<file path="src/rtl/ata_strobe_pkg.sv">
package ata_strobe_pkg;

    localparam int CNT_W = 5;

    // Field positions in the timing word (the bus behaviour depends on them)
    localparam int DREC_LSB  = 0;   localparam int DREC_W  = 4;
    localparam int DACT_LSB  = 4;   localparam int DACT_W  = 5;
    localparam int CREC_LSB  = 9;   localparam int CREC_W  = 4;
    localparam int CACT_LSB  = 13;  localparam int CACT_W  = 5;
    localparam int DSET_LSB  = 22;  localparam int DSET_W  = 3;
    localparam int CSET_LSB  = 25;  localparam int CSET_W  = 3;
    localparam int UDMA_BIT  = 28;

    typedef enum logic [1:0] {
        PH_IDLE,
        PH_SETUP,
        PH_ACTIVE,
        PH_RECOVER
    } phase_e;

    typedef struct packed {
        logic             run_setup;
        logic [CNT_W-1:0] setup_cnt;
        logic [CNT_W-1:0] active_cnt;
        logic [CNT_W-1:0] recover_cnt;
    } cycle_plan_t;

    function automatic logic [CNT_W-1:0] field(input logic [31:0] w, input int lsb, input int width);
        logic [CNT_W-1:0] r;
        r = '0;
        for (int i = 0; i < CNT_W; i++) begin
            if (i < width) r[i] = w[lsb + i];
        end
        return r;
    endfunction

endpackage

</file>
<file path="src/rtl/strobe_plan_decode.sv">
module strobe_plan_decode
    import ata_strobe_pkg::*;
(
    input  logic [31:0]  word,
    input  logic         is_cmd,
    input  logic         first_cycle,
    output cycle_plan_t  plan,
    output logic         udma_block
);
    always_comb begin
        plan.run_setup = first_cycle;
        if (is_cmd) begin
            plan.setup_cnt   = field(word, CSET_LSB, CSET_W);
            plan.active_cnt  = field(word, CACT_LSB, CACT_W);
            plan.recover_cnt = field(word, CREC_LSB, CREC_W);
        end else begin
            plan.setup_cnt   = field(word, DSET_LSB, DSET_W);
            plan.active_cnt  = field(word, DACT_LSB, DACT_W);
            plan.recover_cnt = field(word, DREC_LSB, DREC_W);
        end
        udma_block = word[UDMA_BIT] && !is_cmd;
    end
endmodule

</file>
<file path="src/rtl/strobe_phase_seq.sv">
module strobe_phase_seq
    import ata_strobe_pkg::*;
(
    input  logic        clk,
    input  logic        rst,
    input  logic        accept,
    input  cycle_plan_t plan_in,
    input  logic        is_write,
    output phase_e      phase,
    output logic        write_q,
    output logic        done
);
    cycle_plan_t      plan_q;
    logic [CNT_W-1:0] cnt;

    always_ff @(posedge clk) begin
        if (rst) begin
            phase   <= PH_IDLE;
            cnt     <= '0;
            plan_q  <= '0;
            write_q <= 1'b0;
            done    <= 1'b0;
        end else begin
            done <= 1'b0;
            case (phase)
                PH_IDLE: begin
                    if (accept) begin
                        plan_q  <= plan_in;
                        write_q <= is_write;
                        if (plan_in.run_setup) begin
                            phase <= PH_SETUP;
                            cnt   <= plan_in.setup_cnt;
                        end else begin
                            phase <= PH_ACTIVE;
                            cnt   <= plan_in.active_cnt;
                        end
                    end
                end
                PH_SETUP: begin
                    if (cnt == '0) begin
                        phase <= PH_ACTIVE;
                        cnt   <= plan_q.active_cnt;
                    end else begin
                        cnt <= cnt - 1'b1;
                    end
                end
                PH_ACTIVE: begin
                    if (cnt == '0) begin
                        phase <= PH_RECOVER;
                        cnt   <= plan_q.recover_cnt;
                    end else begin
                        cnt <= cnt - 1'b1;
                    end
                end
                default: begin
                    if (cnt == '0) begin
                        phase   <= PH_IDLE;
                        write_q <= 1'b0;
                        done    <= 1'b1;
                    end else begin
                        cnt <= cnt - 1'b1;
                    end
                end
            endcase
        end
    end
endmodule

</file>
<file path="src/rtl/ata_pio_strobe_gen.sv">
module ata_pio_strobe_gen
    import ata_strobe_pkg::*;
(
    input  logic        clk,
    input  logic        rst,
    input  logic        start,
    input  logic        is_write,
    input  logic        is_cmd,
    input  logic        first_cycle,
    input  logic [31:0] timing_word,
    output logic        strobe_n,
    output logic        drive_en,
    output logic        busy,
    output logic        done
);
    cycle_plan_t plan;
    logic        udma_block;
    logic        accept;
    phase_e      phase;
    logic        write_q;

    strobe_plan_decode u_dec (
        .word        (timing_word),
        .is_cmd      (is_cmd),
        .first_cycle (first_cycle),
        .plan        (plan),
        .udma_block  (udma_block)
    );

    assign accept = start && (phase == PH_IDLE) && !udma_block;

    strobe_phase_seq u_seq (
        .clk      (clk),
        .rst      (rst),
        .accept   (accept),
        .plan_in  (plan),
        .is_write (is_write),
        .phase    (phase),
        .write_q  (write_q),
        .done     (done)
    );

    assign busy     = (phase != PH_IDLE);
    assign strobe_n = (phase != PH_ACTIVE);
    assign drive_en = busy && write_q;
endmodule

</file>
<file path="config.mk">
export PLATFORM = sky130hd
export DESIGN_NAME = ata_pio_strobe_gen
export DESIGN_NICKNAME = d
export VERILOG_FILES = /design/src/rtl/ata_strobe_pkg.sv /design/src/rtl/strobe_plan_decode.sv /design/src/rtl/strobe_phase_seq.sv /design/src/rtl/ata_pio_strobe_gen.sv
export SDC_FILE = /design/constraint.sdc
export NUM_CORES = 1
export LEC_CHECK = 0
export BUFFER_PORTS_ARGS = -buffer_cell sky130_fd_sc_hd__buf_2
export CAP_MARGIN = 10
export CORE_AREA = 2 2 50 57
export CTS_CLUSTER_SIZE = 25
export DETAILED_ROUTE_END_ITERATION = 10
export DIE_AREA = 0 0 52 59
export GPL_ROUTABILITY_DRIVEN = 0
export PLACE_DENSITY_LB_ADDON = 0.1
export SYNTH_ARGS = -nofsm -noshare
export SYNTH_HDL_FRONTEND = slang
export SYNTH_SLANG_ARGS = --single-unit
</file>
<file path="constraint.sdc">
create_clock -name clk -period 3 [get_ports clk]
set_input_delay 0.3 -clock clk [delete_from_list [all_inputs] [get_ports clk]]
set_output_delay 0.3 -clock clk [all_outputs]
set_load 0.01 [all_outputs]
</file>
## After elaboration in Yosys (flattened, before gate mapping)

Cells that the tools add are included.

| word-level totals | value |
|---|---|
| logic and storage cells | 48 |
| bits in registers | 19 |
| bits of input ports | 38 |

| operators by class | value |
|---|---|
| mux-type cells | 17 |
| reductions and logical operators | 16 |
| add/sub/neg operators | 1 |
| equal/unequal tests | 7 |
| bitwise operators | 1 |

Operators by type and width:

| operator | number |
|---|---|
| 2-to-1 mux 5 bit | 5 |
| one-hot mux 5 bit (3 select lines) | 1 |
| 2-to-1 mux 13 bit | 1 |
| 2-to-1 mux 2 bit | 5 |
| one-hot mux 2 bit (3 select lines) | 1 |
| logical NOT 5 bit | 1 |
| subtractor 5 x 1 -> 5 bit, second input constant | 1 |
| logical AND 1 bit | 4 |
| inequality test 2 x 1 -> 1 bit, second input constant | 2 |
| inequality test 2 bit, second input constant | 2 |
| inequality test 4 bit, second input constant | 1 |
| AND reduction 2 bit | 2 |
| AND reduction 4 bit | 1 |
| nonzero test 2 bit | 2 |
| OR reduction 4 bit | 1 |
| 2-to-1 mux 1 bit | 3 |
| AND reduction 3 bit | 1 |
| == test 2 x 1 -> 1 bit, second input constant | 1 |
| == test 2 bit, second input constant | 1 |
| logical NOT 1 bit | 2 |
| logical NOT 2 bit | 1 |
| one-hot mux 1 bit (2 select lines) | 1 |
| OR reduction 2 bit | 1 |
| NOT 1 bit | 1 |

## Longest topological paths before layout

| depth | value |
|---|---|
| depth in word-level cells | 6 |
| gate-level depth with buffers | 8 |
| gate-level depth less buffers | 6 |

## Hierarchy

A second synthesis with hierarchy kept.

| unflattened totals | value |
|---|---|
| cell total of the unflattened synthesis | 164 |
| area, all modules | 1,360.1 µm² |

By module, submodules not included:

| module | seq. area each (µm²) | cells an instance | instances | area each (µm²) |
|---|---|---|---|---|
| strobe_phase_seq | 380.4 | 141 | 1 | 1,102.3 |
| strobe_plan_decode | 0.0 | 19 | 1 | 222.7 |
| ata_pio_strobe_gen | 0.0 | 4 | 1 | 35.0 |

## Least setup slack after synthesis

Ideal clock, no wire load.

| path | value |
|---|---|
| kind | reg-to-reg |
| start | reg u_seq.phase[0] |
| end | reg u_seq.phase[1] |
| path slack | 1.183 ns |
| period minus slack after synthesis | 1.817 ns |
| cell stages (with the launch flop) | 8 |
| arrival | 1.747 ns |
| path buffers | 1 |
| data required time | 2.930 ns |
| path through | dfxtp_1 inv_1 ha_1 buf_2 inv_1 a21oi_1 or4_1 a21oi_1 |

| on the way | value |
|---|---|
| cells in the longest elaborated chain, start to end | 5 |

Ends and longest elaborated chain:

| item | line | source |
|---|---|---|
| from (decl) | strobe_phase_seq.sv:9 | `output phase_e phase,` |
| from (signal assigned) | strobe_phase_seq.sv:18 | `phase <= PH_IDLE;` |
| from (signal assigned) | strobe_phase_seq.sv:31 | `phase <= PH_SETUP;` |
| from (signal assigned) | strobe_phase_seq.sv:34 | `phase <= PH_ACTIVE;` |
| logical NOT 2 bit | strobe_phase_seq.sv:25, ata_pio_strobe_gen.sv:30 |  |
| logical AND 1 bit (2 in a row) | ata_pio_strobe_gen.sv:30 | `assign accept = start && (phase == PH_IDLE) && !udma_block;` |
| inequality test 2 bit (no line) | -- |  |
| AND reduction 4 bit (no line) | -- |  |

Parallel ways exist; a longest one is shown, timed or not.
A chain may end at the register's enable or synchronous reset.

## Worst setup path after layout

| path | value |
|---|---|
| start | reg u_seq.phase[1] |
| end | reg u_seq.plan_q[8] (netlist name) |

| on the way | value |
|---|---|
| cells in the longest elaborated chain, start to end | 4 |

Ends and longest elaborated chain:

| item | line | source |
|---|---|---|
| logical NOT 2 bit * | strobe_phase_seq.sv:25, ata_pio_strobe_gen.sv:30 |  |
| logical AND 1 bit (2 in a row) | ata_pio_strobe_gen.sv:30 |  |
| AND reduction 2 bit (no line) * | -- |  |
| to (signal assigned) | strobe_phase_seq.sv:28 | `plan_q <= plan_in;` |
| to (decl) | strobe_phase_seq.sv:13 | `cycle_plan_t plan_q;` |

Every way passes the cells marked *; elsewhere a longest branch is shown, timed or not.

==> results.txt <==
----------------------------------------------------
[Place]
  I/O Buffers ... 34
  Total placed cells including tap cells ... 199
  Detailed Place HPWL ... 2.20 mm

[Die]
  Core Box Area ... 2450 um2
  Starting utilization of the core area ... 0.486
  Die ar. ... 3070 um2
  Die outline height ... 59 um
  Die W ... 52 um
  Std cell rows ... 19
  Io pins ... 42

[Pwr]
  Peak supply drop ... 444 uV
  Leakage power figure ... 0.597 nW
  Power density over the cells ... 888 nW/um2
  Pwr Total ... 0.00124 W

[Critical path]
  CP delay by family, top ... simple AND/OR/NAND/NOR gates
  Slowest library cell on the worst path ... sky130_fd_sc_hd__nor3_4
  Buffering stage count on the worst path with inverters included ... 2
  Cells along the critical path ... inv_1 -> ha_1 -> inv_1 -> nor3_4 -> nor2_1 -> a211oi_1
  Stage delay of the slowest cell on the critical path ... 0.58 ns
  Required time at the endpoint of the critical path ... 3.22 ns
  Worst Setup Path Type ... reg -> reg
  Most repeated library cell on the critical path ... sky130_fd_sc_hd__inv_1
  CP arrival ... 2.26 ns
  Largest fanout of any net on the critical path ... 18
  Logic depth of the worst setup path including buffers ... 6
  Number of cells traversed by the worst register-to-register path ... 6
  Kind of start point of the critical path ... flop
  Kind of end point of the critical path ... flop

[Synthesis]
  Share of synthesized flip-flops with an asynchronous set or reset ... 0
  Syn Std Cell Area ... 1190 um2
  Number of library cell types mapped by synthesis ... 39
  Cell types with the largest area share after synthesis ... sky130_fd_sc_hd__dfxtp_1 (30%), sky130_fd_sc_hd__mux2i_1 (11%), sky130_fd_sc_hd__a211oi_1 (5.7%)
  Number of storage elements in the synthesis netlist ... 18
  Synth Flop Type ... sky130_fd_sc_hd__dfxtp_1
  Sequential fraction of the synthesis area ... 0.303
  Top cell type's share of synthesized area ... 0.303
  Syn Nets ... 187
  Synth Instances ... 144
  Library cell occupying the most area in the post-synthesis netlist ... sky130_fd_sc_hd__dfxtp_1
  EDFF count, synth ... 0
  Synth warnings ... 0
  Mean instance size in the synthesized netlist ... 8.26 um2

[CTS]
  Clock Tree Buf Depth ... 2
  Clock tree from TritonCTS ... done
  Clock latency reported for the late side of the worst-skew pair ... 0.29 ns
  Count of hold buffers inserted by post-cts repair ... 0
  H-tree depth ... 1
  Clock sinks ... 18
  Cells resized by post-CTS repair ... 0
  Number of buffers inserted by post-CTS setup repair ... 0
  Clock-pin slew on the worst setup and hold paths ... 0.11 ns
  Master cell of the clock root buffer ... sky130_fd_sc_hd__clkbuf_4
  TritonCTS Buffers ... 3

[Cells and area]
  Fillers ... 229
  Area of combinational cells with multiple inputs ... 748 um2
  Area growth from synthesis to layout ... 16.9%
  Layout cell share with drive strength beyond 1 ... 0.256
  Nets ... 216
  Layout Cells excl Fill ... 203
  Register area ... 360 um2
  Most used cells in the layout excluding fill and tap cells ... sky130_fd_sc_hd__buf_2 (34), sky130_fd_sc_hd__dfxtp_1 (18), sky130_fd_sc_hd__nor2_1 (15), sky130_fd_sc_hd__mux2i_1 (13), sky130_fd_sc_hd__inv_1 (10)
  Antenna diodes ... 0
  Most common library cell in the layout ignoring fill and taps ... sky130_fd_sc_hd__buf_2
  Final core area utilization ... 0.568

[Global routing]
  Largest net degree at the start of global routing ... 19
  Antenna violations before repair ... 0
  Final global-route overflow total ... 0
  Vias in the first global route ... 1,157
  Global Route Usage Sum ... 0.208
  First-pass GRT wire length ... 4.92 mm

[Routing]
  Average via count per standard cell ... 5.86
  Iteration-0 DRC count of the detailed router ... 28
  Antenna-violating nets left ... 0
  Number of remaining DRC errors ... 0
  Via total after detailed routing ... 1,190
  Aggregate routed wire length ... 2.86 mm
  Number of detailed-route iterations in the first pass ... 4
  Routed length per instance ... 14.1 um

[Timing]
  Achievable frequency ... 490 MHz
  Final slew viol count ... 0
  Period Utilization, post-route ... 0.681
  Transition time at the pin with the least slew margin ... 0.617 ns
  Total Negative Setup Slacks ... 0 ns
  Post-route clock skew ... 0.00580 ns
  Minimum period implied by the final worst setup slack ... 2.04 ns
  Worst relative slew slack ... 0.587
  Final hold violations ... 0
  Setup repair after global routing missed its margin ... no
  Number of failing setup endpoints in the final timing report ... 0

[Hold path]
  Tightest Hold Check Type ... in -> reg
  Number of cells traversed by the worst hold path ... 3

[Run status]
  Status ... finished clean

[Flow run]
  Number of max-cap violations ... 0

----------------------------------------------------
power breakdown:
part	total, W	switching (W)	leakage, nW	internal [W]
combinational	0.000708	0.000422	0.427	0.000286
clock	0.000153	0.0000789	0.0210	0.0000739
sequential	0.000375	0.0000610	0.148	0.000314
area by class of cell:
type | count | area share
multi-input cells | 106 | 0.538
flip-flops and latches | 18 | 0.259
repair buffers | 34 | 0.122
well taps | 31 | 0.0279
inverters | 10 | 0.0270
clock buffers | 4 | 0.0261
synth_stat cells (2+ instances only):
master / instances
sky130_fd_sc_hd__a21oi_1: 9
sky130_fd_sc_hd__or2_2: 3
sky130_fd_sc_hd__mux2i_1: 13
sky130_fd_sc_hd__nor3_1: 2
sky130_fd_sc_hd__nand2_1: 2
sky130_fd_sc_hd__clkbuf_1: 4
sky130_fd_sc_hd__nand2b_1: 2
sky130_fd_sc_hd__o21ai_0: 8
sky130_fd_sc_hd__ha_1: 5
sky130_fd_sc_hd__buf_2: 5
sky130_fd_sc_hd__o22ai_1: 4
sky130_fd_sc_hd__nor2b_1: 5
sky130_fd_sc_hd__a211oi_1: 9
sky130_fd_sc_hd__a22oi_1: 4
sky130_fd_sc_hd__o31ai_1: 2
sky130_fd_sc_hd__a311oi_1: 2
sky130_fd_sc_hd__nor2_1: 15
sky130_fd_sc_hd__inv_1: 10
sky130_fd_sc_hd__nand3_1: 3
sky130_fd_sc_hd__dfxtp_1: 18
kinds of logic (layout without fill, tap and decap cells):
kind of cell,after synthesis,after routing,synth area share
adders and majority gates,5,5,0.0526
DFF,18,18,0.303
and+or+nand+nor,40,40,0.192
buffers and inverters,20,48,0.0683
muxes,13,13,0.109
AOI/OAI and AO/OA,48,48,0.274
per-stage QoR:
step | setup WS (ns) | hold slack (ns) | instance area (um2)
2_1_floorplan | 1.18 | 0.462 | 1190
3_3_place_gp | 1.03 | 0.482 | 1360
3_5_place_dp | 0.985 | 0.490 | 1360
4_1_cts | 0.947 | 0.320 | 1390
5_1_grt | 0.692 | 0.337 | 1390
6_report | 0.958 | 0.322 | 1390
final timing paths:
| kind | start | to | slack, ns |
|---|---|---|---|
| max | u_seq.phase[1] | u_seq.plan_q[8] | 0.96 |
| min | timing_word[3] | u_seq.plan_q[3] | 0.32 |
| max reg2reg | u_seq.phase[1] | u_seq.plan_q[8] | 0.96 |
| min reg2reg | u_seq.plan_q[6] | u_seq.plan_q[6] | 0.51 |
sequential cells by signal, indices dropped and copies added, names as in the netlist:
signal and count:
u_seq.write_q 1, u_seq.phase 2, u_seq.cnt 5, u_seq.done 1, u_seq.plan_q 9
worst reg2reg max path, delay by kind of cell (launching register included):
family	cells	cell delay, ns
fa+ha+maj	1	0.37
simple gates	2	0.67
buf+inv	2	0.34
compound gates	1	0.23
flops	1	0.36
layer usage:
layer  GRT usage  up-vias  wire length (um)
li1            -      593                 -
met1       0.255      552              1210
met2       0.363       41              1470
met3      0.0303        4               149
met4      0.0827        0                29
met5           0        -                 0
Power figures use the tool's default switching activity.
